[src/rtl/edge_irq_ctl.sv]
module edge_irq_ctl #(
  parameter int NCH = 24,
  parameter int AW  = 6
) (
  input  logic           clk,
  input  logic           rst_n,
  input  logic [NCH-1:0] din,
  input  logic [AW-1:0]  addr,
  input  logic           wr_en,
  input  logic [7:0]     wdata,
  output logic [7:0]     rdata,
  output logic           irq
);
  localparam int NB = (NCH + 7) / 8;
  localparam int PW = NB * 8;
  localparam logic [AW-1:0] A_SNAP = AW'(8'h10);
  localparam logic [AW-1:0] A_ID   = AW'(8'h06);
  localparam logic [AW-1:0] A_CLR  = AW'(8'h07);
  localparam logic [AW-1:0] A_STAT = AW'(8'h14);
  localparam logic [AW-1:0] A_CTRL = AW'(8'h15);
  localparam logic [AW-1:0] A_RISE = AW'(8'h18);
  localparam logic [AW-1:0] A_FALL = AW'(8'h20);

  logic [PW-1:0] din_p, prev_q, rmask_q, fmask_q, snap_q;
  logic [4:0]    ctrl_q;
  logic          edge_q, ovf_q;

  always_comb begin
    din_p = '0;
    din_p[NCH-1:0] = din;
  end

  wire wr_clr   = wr_en && (addr == A_CLR);
  wire clr_edge = wr_clr && wdata[3];
  wire clr_ovf  = wr_clr && wdata[2];
  wire [PW-1:0] rise_hit = ~prev_q & din_p & rmask_q & {PW{ctrl_q[3]}};
  wire [PW-1:0] fall_hit = prev_q & ~din_p & fmask_q & {PW{ctrl_q[4]}};
  wire hit = |(rise_hit | fall_hit);

  always_ff @(posedge clk) begin
    if (!rst_n) begin
      prev_q <= '0;
      snap_q <= '0;
      ctrl_q <= '0;
      edge_q <= 1'b0;
      ovf_q  <= 1'b0;
    end else begin
      prev_q <= din_p;
      edge_q <= hit | (edge_q & ~clr_edge);
      ovf_q  <= (hit & edge_q & ~clr_edge) | (ovf_q & ~clr_ovf);
      if (hit && (!edge_q || clr_edge)) snap_q <= din_p;
      if (wr_en && addr == A_CTRL) ctrl_q <= wdata[4:0];
    end
  end

  for (genvar b = 0; b < NB; b++) begin : g_mask
    always_ff @(posedge clk) begin
      if (!rst_n) begin
        rmask_q[b*8 +: 8] <= '0;
        fmask_q[b*8 +: 8] <= '0;
      end else if (wr_en) begin
        if (addr == A_RISE + AW'(b)) rmask_q[b*8 +: 8] <= wdata;
        if (addr == A_FALL + AW'(b)) fmask_q[b*8 +: 8] <= wdata;
      end
    end
  end

  assign irq = ctrl_q[2] & ((edge_q & ctrl_q[0]) | (ovf_q & ctrl_q[1]));

  always_comb begin
    rdata = '0;
    if (addr == A_ID)   rdata = 8'h27;
    if (addr == A_STAT) rdata = {5'b0, irq, ovf_q, edge_q};
    if (addr == A_CTRL) rdata = {3'b0, ctrl_q};
    for (int b = 0; b < NB; b++) begin
      if (addr == A_SNAP + AW'(b)) rdata = snap_q[b*8 +: 8];
      if (addr == A_RISE + AW'(b)) rdata = rmask_q[b*8 +: 8];
      if (addr == A_FALL + AW'(b)) rdata = fmask_q[b*8 +: 8];
    end
  end
endmodule

[config.mk]
export PLATFORM = sky130hd
export DESIGN_NAME = edge_irq_ctl
export DESIGN_NICKNAME = d
export VERILOG_FILES = /design/src/rtl/edge_irq_ctl.sv
export SDC_FILE = /design/constraint.sdc
export NUM_CORES = 1
export LEC_CHECK = 0
export BUFFER_PORTS_ARGS = -buffer_cell sky130_fd_sc_hd__buf_2
export CORE_AREA = 8 8 112 114
export DETAILED_ROUTE_END_ITERATION = 6
export DIE_AREA = 0 0 120 122
export GPL_ROUTABILITY_DRIVEN = 0
export PLACE_DENSITY = 0.6
export SETUP_SLACK_MARGIN = 0.02
export SYNTH_ARGS = -nofsm -noshare
export SYNTH_HDL_FRONTEND = slang
export SYNTH_SLANG_ARGS = --single-unit
[constraint.sdc]
create_clock -name clk -period 2.57 [get_ports clk]
set_clock_uncertainty 0.1 [all_clocks]
set_input_delay 0.257 -clock clk [delete_from_list [all_inputs] [get_ports clk]]
set_output_delay 0.257 -clock clk [all_outputs]
set_load 0.005 [all_outputs]
==> results of run 1 <==
## synthesized netlist by cell type, drive strengths merged
master,count
nand2,142
dfxtp,103
nand3,46
mux2i,43
a21oi,39
inv,32
nor2,31
o22ai,22
clkbuf,21
a22oi,15
buf,12
nor3,8
nor4,8
o21ai,8
a221oi,7
a211o,6
nand2b,5
nand3b,4
a221o,3
a211oi,2
a222oi,2
a31oi,2
nor2b,2
o221ai,2
or3b,2
or4b,2
a2111oi,1
a22o,1
and3,1
nand4bb,1
nor3b,1
nor4b,1
o31ai,1
o32ai,1
or2b,1
or3,1
## flip-flops by register name, summed over array words and instances (netlist names)
register  cells
fmask_q      24
prev_q       24
rmask_q      24
snap_q       24
ctrl_q        5
edge_q        1
ovf_q         1
## power breakdown
| group | internal, uW | switching (uW) |
|---|---|---|
| Sequential | 1620 | 17.7 |
| Clock | 498 | 554 |
| Combinational | 71.7 | 140 |
| Total | 2190 | 712 |
## area by class of cell
class                   count  area share, %
clock inverters             3          0.784
flip-flops and latches    103           38.0
clock buffers              12           2.86
repair buffers             78           8.83
multi-input cells         411           44.1
inverters                  32           2.21
well taps                 140           3.23
## kinds of logic after synthesis
family / count (synthesis) / synth area share, %
DFF: 103 / 43.7
buffers and inverters: 65 / 6.26
and+or+nand+nor: 256 / 25.2
AOI/OAI and AO/OA: 112 / 15.7
muxes: 43 / 9.13
## critical path, delay by kind of cell
family / cells / cell delay (ns)
and+or+nand+nor: 2 / 0.45
buffers and inverters: 3 / 0.40
AOI/OAI and AO/OA: 4 / 1.05
## through the flow
stage | util [%] | cell area [um2]
finish | 50.7 | 5430
global route | 50.7 | 5430
CTS | 50.6 | 5410
detailed placement | 48.7 | 5210
global placement | 48.7 | 5210
floorplan | - | 4710
## layer usage
metal	share of wire (%)	track usage [%]	vias up
met5	0	0	-
met4	3.1	11.5	0
met3	7.5	3.56	29
met2	49	36.3	202
met1	40	26.4	2155
li1	-	-	2130
## final timing paths
path	start	to	slack, ns	cells after the start
setup / recovery	addr[4]	rdata[1]	0.05	9
hold / removal	din[5]	prev_q[5]	0.01	3
setup reg to reg	fmask_q[6]	snap_q[4]	0.38	7
hold reg to reg	snap_q[21]	snap_q[21]	0.37	2
## what timing repair did
item,4_1_cts,5_1_grt
resized for setup,0,5
endpoints found under the setup margin,0,7
setup buffers,0,0
==> summary.md, run 1 <==
| Metric | Value |
|---|---|
| Layout Nets | 676 |
| Leak | 0.00237 uW |
| Post-route setup slack | 0.0457 ns |
| VDD IR max | 0.000334 V |
| Area occupied by multi-input gates | 2390 um2 |
| Hold-fix buffers at CTS | 0 |
| Outcome | finished, final reports clean |
| Post-route minimum period | 2.52 ns |
| Initial antenna violation count | 0 |
| Detailed Route WL | 15800 um |
| Post-synthesis sequential area ratio | 43.7% |
| Clk root buf | clkbuf_8 |
| Syn Area/Cell | 8.14 um2 |
| Cell area after synthesis | 4710 um2 |
| Worst hold-check slack | 0.0141 ns |
| Top-area cell type share of the netlist area | 43.7% |
| DP HPWL | 11800 um |
| Worst skew pair latency | 0.38 ns |
| Largest net degree at the start of global routing | 29 |
| Syn Inst Count | 579 |
| FF+latch count, synth | 103 |
| Setup CP Type | primary input to output port |
| Cts bufs inserted | 9 |
| CTS tree | done |
| Final worst-path cycle share | 98.2% |
| Die Ht | 122 um |
| Final Non-Filler Cells | 779 |
| Core area | 10700 um2 |
| Critical path arrival | 2.17 ns |
| Worst EP required | 2.21 ns |
| Placed insts | 765 |
| Syn. warnings | 0 |
| Hold crit path type | primary input to flip-flop |
| Crit-path slowest cell | or3b_1 |
| Vias in the first global route | 4376 |
| Die Width | 120 um |
| Syn_nets | 620 |
| Relative slew margins | 59.5% |
| Routed len/inst | 20.3 um |
| Area growth syn-to-layout | 15.1% |
| Final Hold Viols | 0 |
| H-tree Lvls | 3 |
| Drt drc | 0 |
| Total negative slack | 0 ns |
| Routed Antenna Nets | 0 |
| Vias/cell | 5.80 |
| Layout cells sized above 1 | 17.2% |
| Number of I/O pins | 50 |
| CP max stage delay | 0.36 ns |
| CP startpoint kind | primary input |
| First-pass GRT wire length | 24300 um |
| Yosys cell types | 48 |
| Gr ovfl total | 0 |
| Final Total Pwr | 2900 uW |
| Unrepaired setup endpoints after global routing | yes |
| Synth area leaders | dfxtp_1 44%, nand2_1 11%, mux2i_1 9.1% |
| Worst slew pin tran | 0.605 ns |
| Crit end category | output port |
| Crit path cell chain | buf_2 > buf_4 > or3b_1 > a211o_1 > a211o_1 > a221oi_2 > nor2_1 > o21ai_1 > buf_2 |
| Final setup vio count | 0 |
| Vias | 4516 |
| Setup slack at placement | 0.0354 ns |
| Area occupied by registers | 2060 um2 |
| Crit path max fanout | 8 |
| Most frequent cells in the layout | 142 x nand2_1, 103 x dfxtp_1, 49 x buf_2, 46 x nand3_1, 43 x mux2i_1 |
| Most common cell after layout, fill and taps aside | nand2_1 |
| Gr usage total | 21.7% |
| Fillers | 1068 |
| Ant diodes | 0 |
| I/O Buffers | 49 |
| Drt pass-1 iters | 6 |
| DR iter-0 viols | 377 |
| Max Cap Viol | 0 |
| CTS sink cnt | 103 |
| Max Clk Rate | 396 MHz |
| Initial core utilization | 44.1% |
| CTS Buffer Depth | 2 |
| Row cnt | 38 |
| Clock transition at path regs | 0.09 ns |
| Slew Limit Fails | 0 |
| Cell taking the most area after synthesis | dfxtp_1 |
| Die Area | 14600 um2 |
| PD cells | 534 nW/um2 |
No activity file was read; power rests on OpenSTA's default activity.
==> run 2, diff against run 1 <==
--- a/config.mk
+++ b/config.mk
@@ -10,7 +10,7 @@
 export DETAILED_ROUTE_END_ITERATION = 6
 export DIE_AREA = 0 0 120 122
 export GPL_ROUTABILITY_DRIVEN = 0
-export PLACE_DENSITY = 0.6
+export PLACE_DENSITY_LB_ADDON = 0.3
 export SETUP_SLACK_MARGIN = 0.02
 export SYNTH_ARGS = -nofsm -noshare
 export SYNTH_HDL_FRONTEND = slang
==> run 2 against run 1 <==
Global-route usage is 0.48 points lower. Worst hold slack hardly changed. Via count is 1.0% higher. Non-clock buffer count is 1 lower. Setup slack better by 0.0013 ns. Sequential share of layout area is 0.28 points lower. Critical path depth stayed put. Sequential cell count stayed put. Final area is 0.74% higher. Highest routed layer unchanged.
==> summary.md, run 2 (synthesis gave the netlist of run 1 again) <==
| Metric | Value |
|---|---|
| Outcome | finished, final reports clean |
| Critical path arrival | 2.17 ns |
| DR iter-0 viols | 387 |
| Worst EP required | 2.21 ns |
| Area occupied by registers | 2060 um2 |
| Final Hold Viols | 0 |
| Hold-fix buffers at CTS | 0 |
| CTS sink cnt | 103 |
| Layout Nets | 676 |
| Drt pass-1 iters | 5 |
| Cts bufs inserted | 9 |
| H-tree Lvls | 3 |
| Slew Limit Fails | 0 |
| Crit-path slowest cell | or4b_4 |
| Vias in the first global route | 4458 |
| PD cells | 533 nW/um2 |
| Die Ht | 122 um |
| VDD IR max | 0.000277 V |
| CP startpoint kind | primary input |
| Fillers | 1039 |
| Row cnt | 38 |
| Area growth syn-to-layout | 15.9% |
| Max Cap Viol | 0 |
| Setup CP Type | primary input to output port |
| Crit path max fanout | 5 |
| Final Non-Filler Cells | 780 |
| Hold crit path type | primary input to flip-flop |
| Routed Antenna Nets | 0 |
| Max Clk Rate | 396 MHz |
| Clock transition at path regs | 0.10 ns |
| Gr usage total | 21.2% |
| Largest net degree at the start of global routing | 42 |
| Reg2reg path depth | 6 |
| Detailed Route WL | 15700 um |
| CTS Buffer Depth | 2 |
| Crit path cell chain | buf_4 > buf_6 > or4b_4 > nor3_4 > a22o_1 > o22ai_2 > a211o_1 > a21oi_2 > buf_2 |
| Die Area | 14600 um2 |
| Worst skew pair latency | 0.37 ns |
| Placed insts | 761 |
| Final worst-path cycle share | 98.2% |
| Final setup vio count | 0 |
| Vias | 4561 |
| Crit path buf inv count | 3 |
| Number of I/O pins | 50 |
| Vias/cell | 5.85 |
| Die Width | 120 um |
| Initial antenna violation count | 0 |
| Ant diodes | 0 |
| Leak | 0.00238 uW |
| Most common cell after layout, fill and taps aside | nand2_1 |
| Hold Path Cell Cnt | 3 |
| Area occupied by multi-input gates | 2410 um2 |
| I/O Buffers | 49 |
| Relative slew margins | 49.4% |
| DP HPWL | 11500 um |
| Crit end category | output port |
| Routed len/inst | 20.1 um |
| Layout cells sized above 1 | 17.7% |
| CP max stage delay | 0.49 ns |
| Drt drc | 0 |
| Initial core utilization | 44.1% |
| Post-route minimum period | 2.52 ns |
| Core area | 10700 um2 |
| Final Total Pwr | 2910 uW |
| Gr ovfl total | 0 |
| Most frequent cells in the layout | 142 x nand2_1, 103 x dfxtp_1, 47 x buf_2, 46 x nand3_1, 43 x mux2i_1 |
| CP delay by family, top | simple AND/OR/NAND/NOR gates |
| Utilization after layout | 51.1% |
| Clk root buf | clkbuf_8 |
| Worst slew pin tran | 0.756 ns |
| Unrepaired setup endpoints after global routing | yes |
| WP depth | 9 |
| CTS tree | done |
| First-pass GRT wire length | 24200 um |
run 2: cell count changes in the layout (fill, tap and decap cells not counted):
cell / delta
inv_6: +3
buf_2: -2
clkbuf_8: -2
buf_12: +1
buf_4: -1
buf_6: +1
clkbuf_1: -1
clkinv_4: +1
o21ai_4: +1
o22ai_1: -1
o22ai_2: +1
run 2: through the flow:
step | TNS [ns] | area (um2) | hold WS [ns] | setup slack [ns]
CTS | 0 | 5410 | 0.00667 | 0.0496
floorplan | 0 | 4710 | 0.268 | 0.370
global placement | -0.0123 | 5190 | 0.347 | -0.0123
detailed placement | -0.0595 | 5190 | 0.353 | -0.0352
finish | 0 | 5470 | 0.0143 | 0.0470
global route | -0.00611 | 5470 | 0.0157 | -0.00611
run 2: path summary, 6_finish.rpt:
| path | start | slack [ns] | endpoint |
|---|---|---|---|
| max | addr[4] | 0.05 | rdata[5] |
| min | din[11] | 0.01 | prev_q[11] |
| max reg2reg | prev_q[7] | 0.24 | snap_q[9] |
| min reg2reg | snap_q[20] | 0.37 | snap_q[20] |
run 2: layout make-up:
class,count,share of cell area [%]
Inverter,32,2.20
Clock buffer,9,2.27
Sequential cell,103,37.7
Multi-Input combinational cell,412,44.2
Clock inverter,7,1.42
Timing Repair Buffer,77,9.02
Tap cell,140,3.21
run 2: repair_timing:
action                     in CTS  in global routing
gates resized for setup         3                  7
pin swaps                       1                  9
setup endpoints to repair       3                 26
buffers inserted                0                  2
cloned                          0                  1
run 2: worst register-to-register path: cells and delay by family, from the launching register on:
kind	cells	cell delay (ns)
and+or+nand+nor	2	0.47
muxes	1	0.25
DFF	1	0.35
AOI/OAI and AO/OA	3	1.09
run 2: power by group:
group	total (uW)	switching [uW]	internal [uW]
sequential	1640	18.3	1620
clock	1060	597	461
combinational	217	142	75.0
total	2910	757	2160
run 2: layer usage:
metal  vias up  track usage [%]  share of wire, %  wire (um)
met2       231             35.2                48       7500
met1      2159             26.1                40       6200
li1       2131                -                 -          -
met5         -                0                 0          0
met4         0             9.91               3.5        553
met3        40             4.26               9.0       1420
==> run 3, diff against run 2 <==
==> constraint.sdc (replaced) <==
create_clock -name clk -period 2.71 [get_ports clk]
set_clock_uncertainty 0.1 [all_clocks]
set_input_delay 0.1355 -clock clk [delete_from_list [all_inputs] [get_ports clk]]
set_output_delay 0.1355 -clock clk [all_outputs]
set_load 0.005 [all_outputs]
==> run 3 against run 2 <==
Sequential share of layout area fell by 0.72 points. Register-to-register slack gained 0.39 ns. Via count rose by 2.0%. Critical endpoint is now rdata[0]. Largest cell class unchanged. Highest routed layer unchanged.
==> summary.md, run 3 (synthesis gave the netlist of run 1 again) <==
| Metric | Value |
|---|---|
| H-tree Lvls | 3 |
| Most frequent cells in the layout | 142 x nand2_1, 103 x dfxtp_1, 49 x buf_2, 46 x nand3_1, 43 x mux2i_1 |
| Clk root buf | clkbuf_8 |
| Outcome | finished, final reports clean |
| Gr ovfl total | 0 |
| Worst slew pin tran | 0.983 ns |
| Leak | 0.00242 uW |
| Core area | 10700 um2 |
| Largest net degree at the start of global routing | 56 |
| Hold path start | wdata[0] |
| Die Area | 14600 um2 |
| Routed Antenna Nets | 0 |
| CP startpoint kind | primary input |
| VDD IR max | 0.000288 V |
| Reg2reg start | rmask_q[14] |
| Final setup vio count | 0 |
| CTS tree | done |
| Vias in the first global route | 4715 |
| DR iter-0 viols | 537 |
| PD cells | 503 nW/um2 |
| Hold-fix buffers at CTS | 28 |
| Cts bufs inserted | 9 |
| Layout Nets | 689 |
| DP HPWL | 11300 um |
| Row cnt | 38 |
| Die Width | 120 um |
| Slew Limit Fails | 0 |
| Routed len/inst | 19.4 um |
| Drt drc | 0 |
| Max Clk Rate | 413 MHz |
| Final Non-Filler Cells | 793 |
| Max Cap Viol | 0 |
| Total negative slack | 0 ns |
| Post-route minimum period | 2.42 ns |
| Final Total Pwr | 2800 uW |
| Clock transition at path regs | 0.09 ns |
| Initial core utilization | 44.1% |
| Crit path launch | addr[4] |
| I/O Buffers | 49 |
| Crit end category | output port |
| Initial antenna violation count | 0 |
| Post-CTS setup buffers | 0 |
| Utilization after layout | 52.1% |
| Hold crit path type | primary input to flip-flop |
| Drt pass-1 iters | 5 |
| Layout cells sized above 1 | 14.1% |
| Vias/cell | 5.87 |
| First-pass GRT wire length | 24900 um |
| Post-cts resize count | 0 |
| Area growth syn-to-layout | 18.2% |
| Most common cell after layout, fill and taps aside | nand2_1 |
| Crit path max fanout | 9 |
| Relative slew margins | 34.4% |
| Placed insts | 749 |
| Ant diodes | 0 |
| Final Hold Viols | 0 |
| Critical path arrival | 2.18 ns |
| CTS sink cnt | 103 |
| Setup CP Type | primary input to output port |
| Detailed Route WL | 15400 um |
| Fillers | 1039 |
| Vias | 4651 |
| CTS Buffer Depth | 2 |
| Worst EP required | 2.47 ns |
| Die Ht | 122 um |
| Unrepaired setup endpoints after global routing | no |
| Final worst-path cycle share | 89.3% |
| Worst skew pair latency | 0.38 ns |
| Gr usage total | 21.7% |
| Number of I/O pins | 50 |
==> run 3: path summary, 6_finish.rpt <==
kind | endpoint | slack (ns) | depth (start not counted)
worst max-delay path | rdata[0] | 0.29 | 8
worst min-delay path | fmask_q[8] | 0.03 | 3
worst max register to register | snap_q[4] | 0.63 | 7
worst min register to register | snap_q[20] | 0.37 | 2
==> run 3: metal layers <==
metal  vias up  GRT usage, %  wire length, um
li1       2153             -                -
met1      2196          25.2             6150
met5         -             0                0
met3        57          6.62             1320
met2       245          35.2             7210
met4         0          12.3              720
==> run 3: worst max-delay path, cell delays in order <==
cell	delay (ns)
buf_2	0.14
or4b_1	0.71
nor3_4	0.31
a221oi_1	0.09
a221oi_1	0.43
nor2_1	0.08
o21ai_1	0.15
buf_2	0.14
==> run 3: where the power goes <==
part	switching [uW]	total [uW]	leakage [uW]	internal [uW]
Combinational	135	217	0.00148	81.9
Sequential	18.0	1550	0.000836	1530
Clock	517	1030	0.000102	517
Total	670	2800	0.00242	2130
==> run 3: area by class of cell <==
class,instances,area (um2),share of cell area (%)
clock buffers,10,128,2.29
inverters,32,120,2.16
well taps,140,175,3.14
multi-input cells,411,2370,42.6
repair buffers,91,631,11.3
clock inverters,6,85.1,1.53
flip-flops and latches,103,2060,37.0
==> run 3: metrics by stage <==
stage               worst slack [ns]  area, um2  hold slack, ns
floorplan                      0.753       4710           0.146
global placement               0.305       5080           0.274
detailed placement             0.318       5080           0.282
CTS                            0.310       5570         0.00350
global route                   0.192       5570         0.00721
finish                         0.291       5570          0.0277
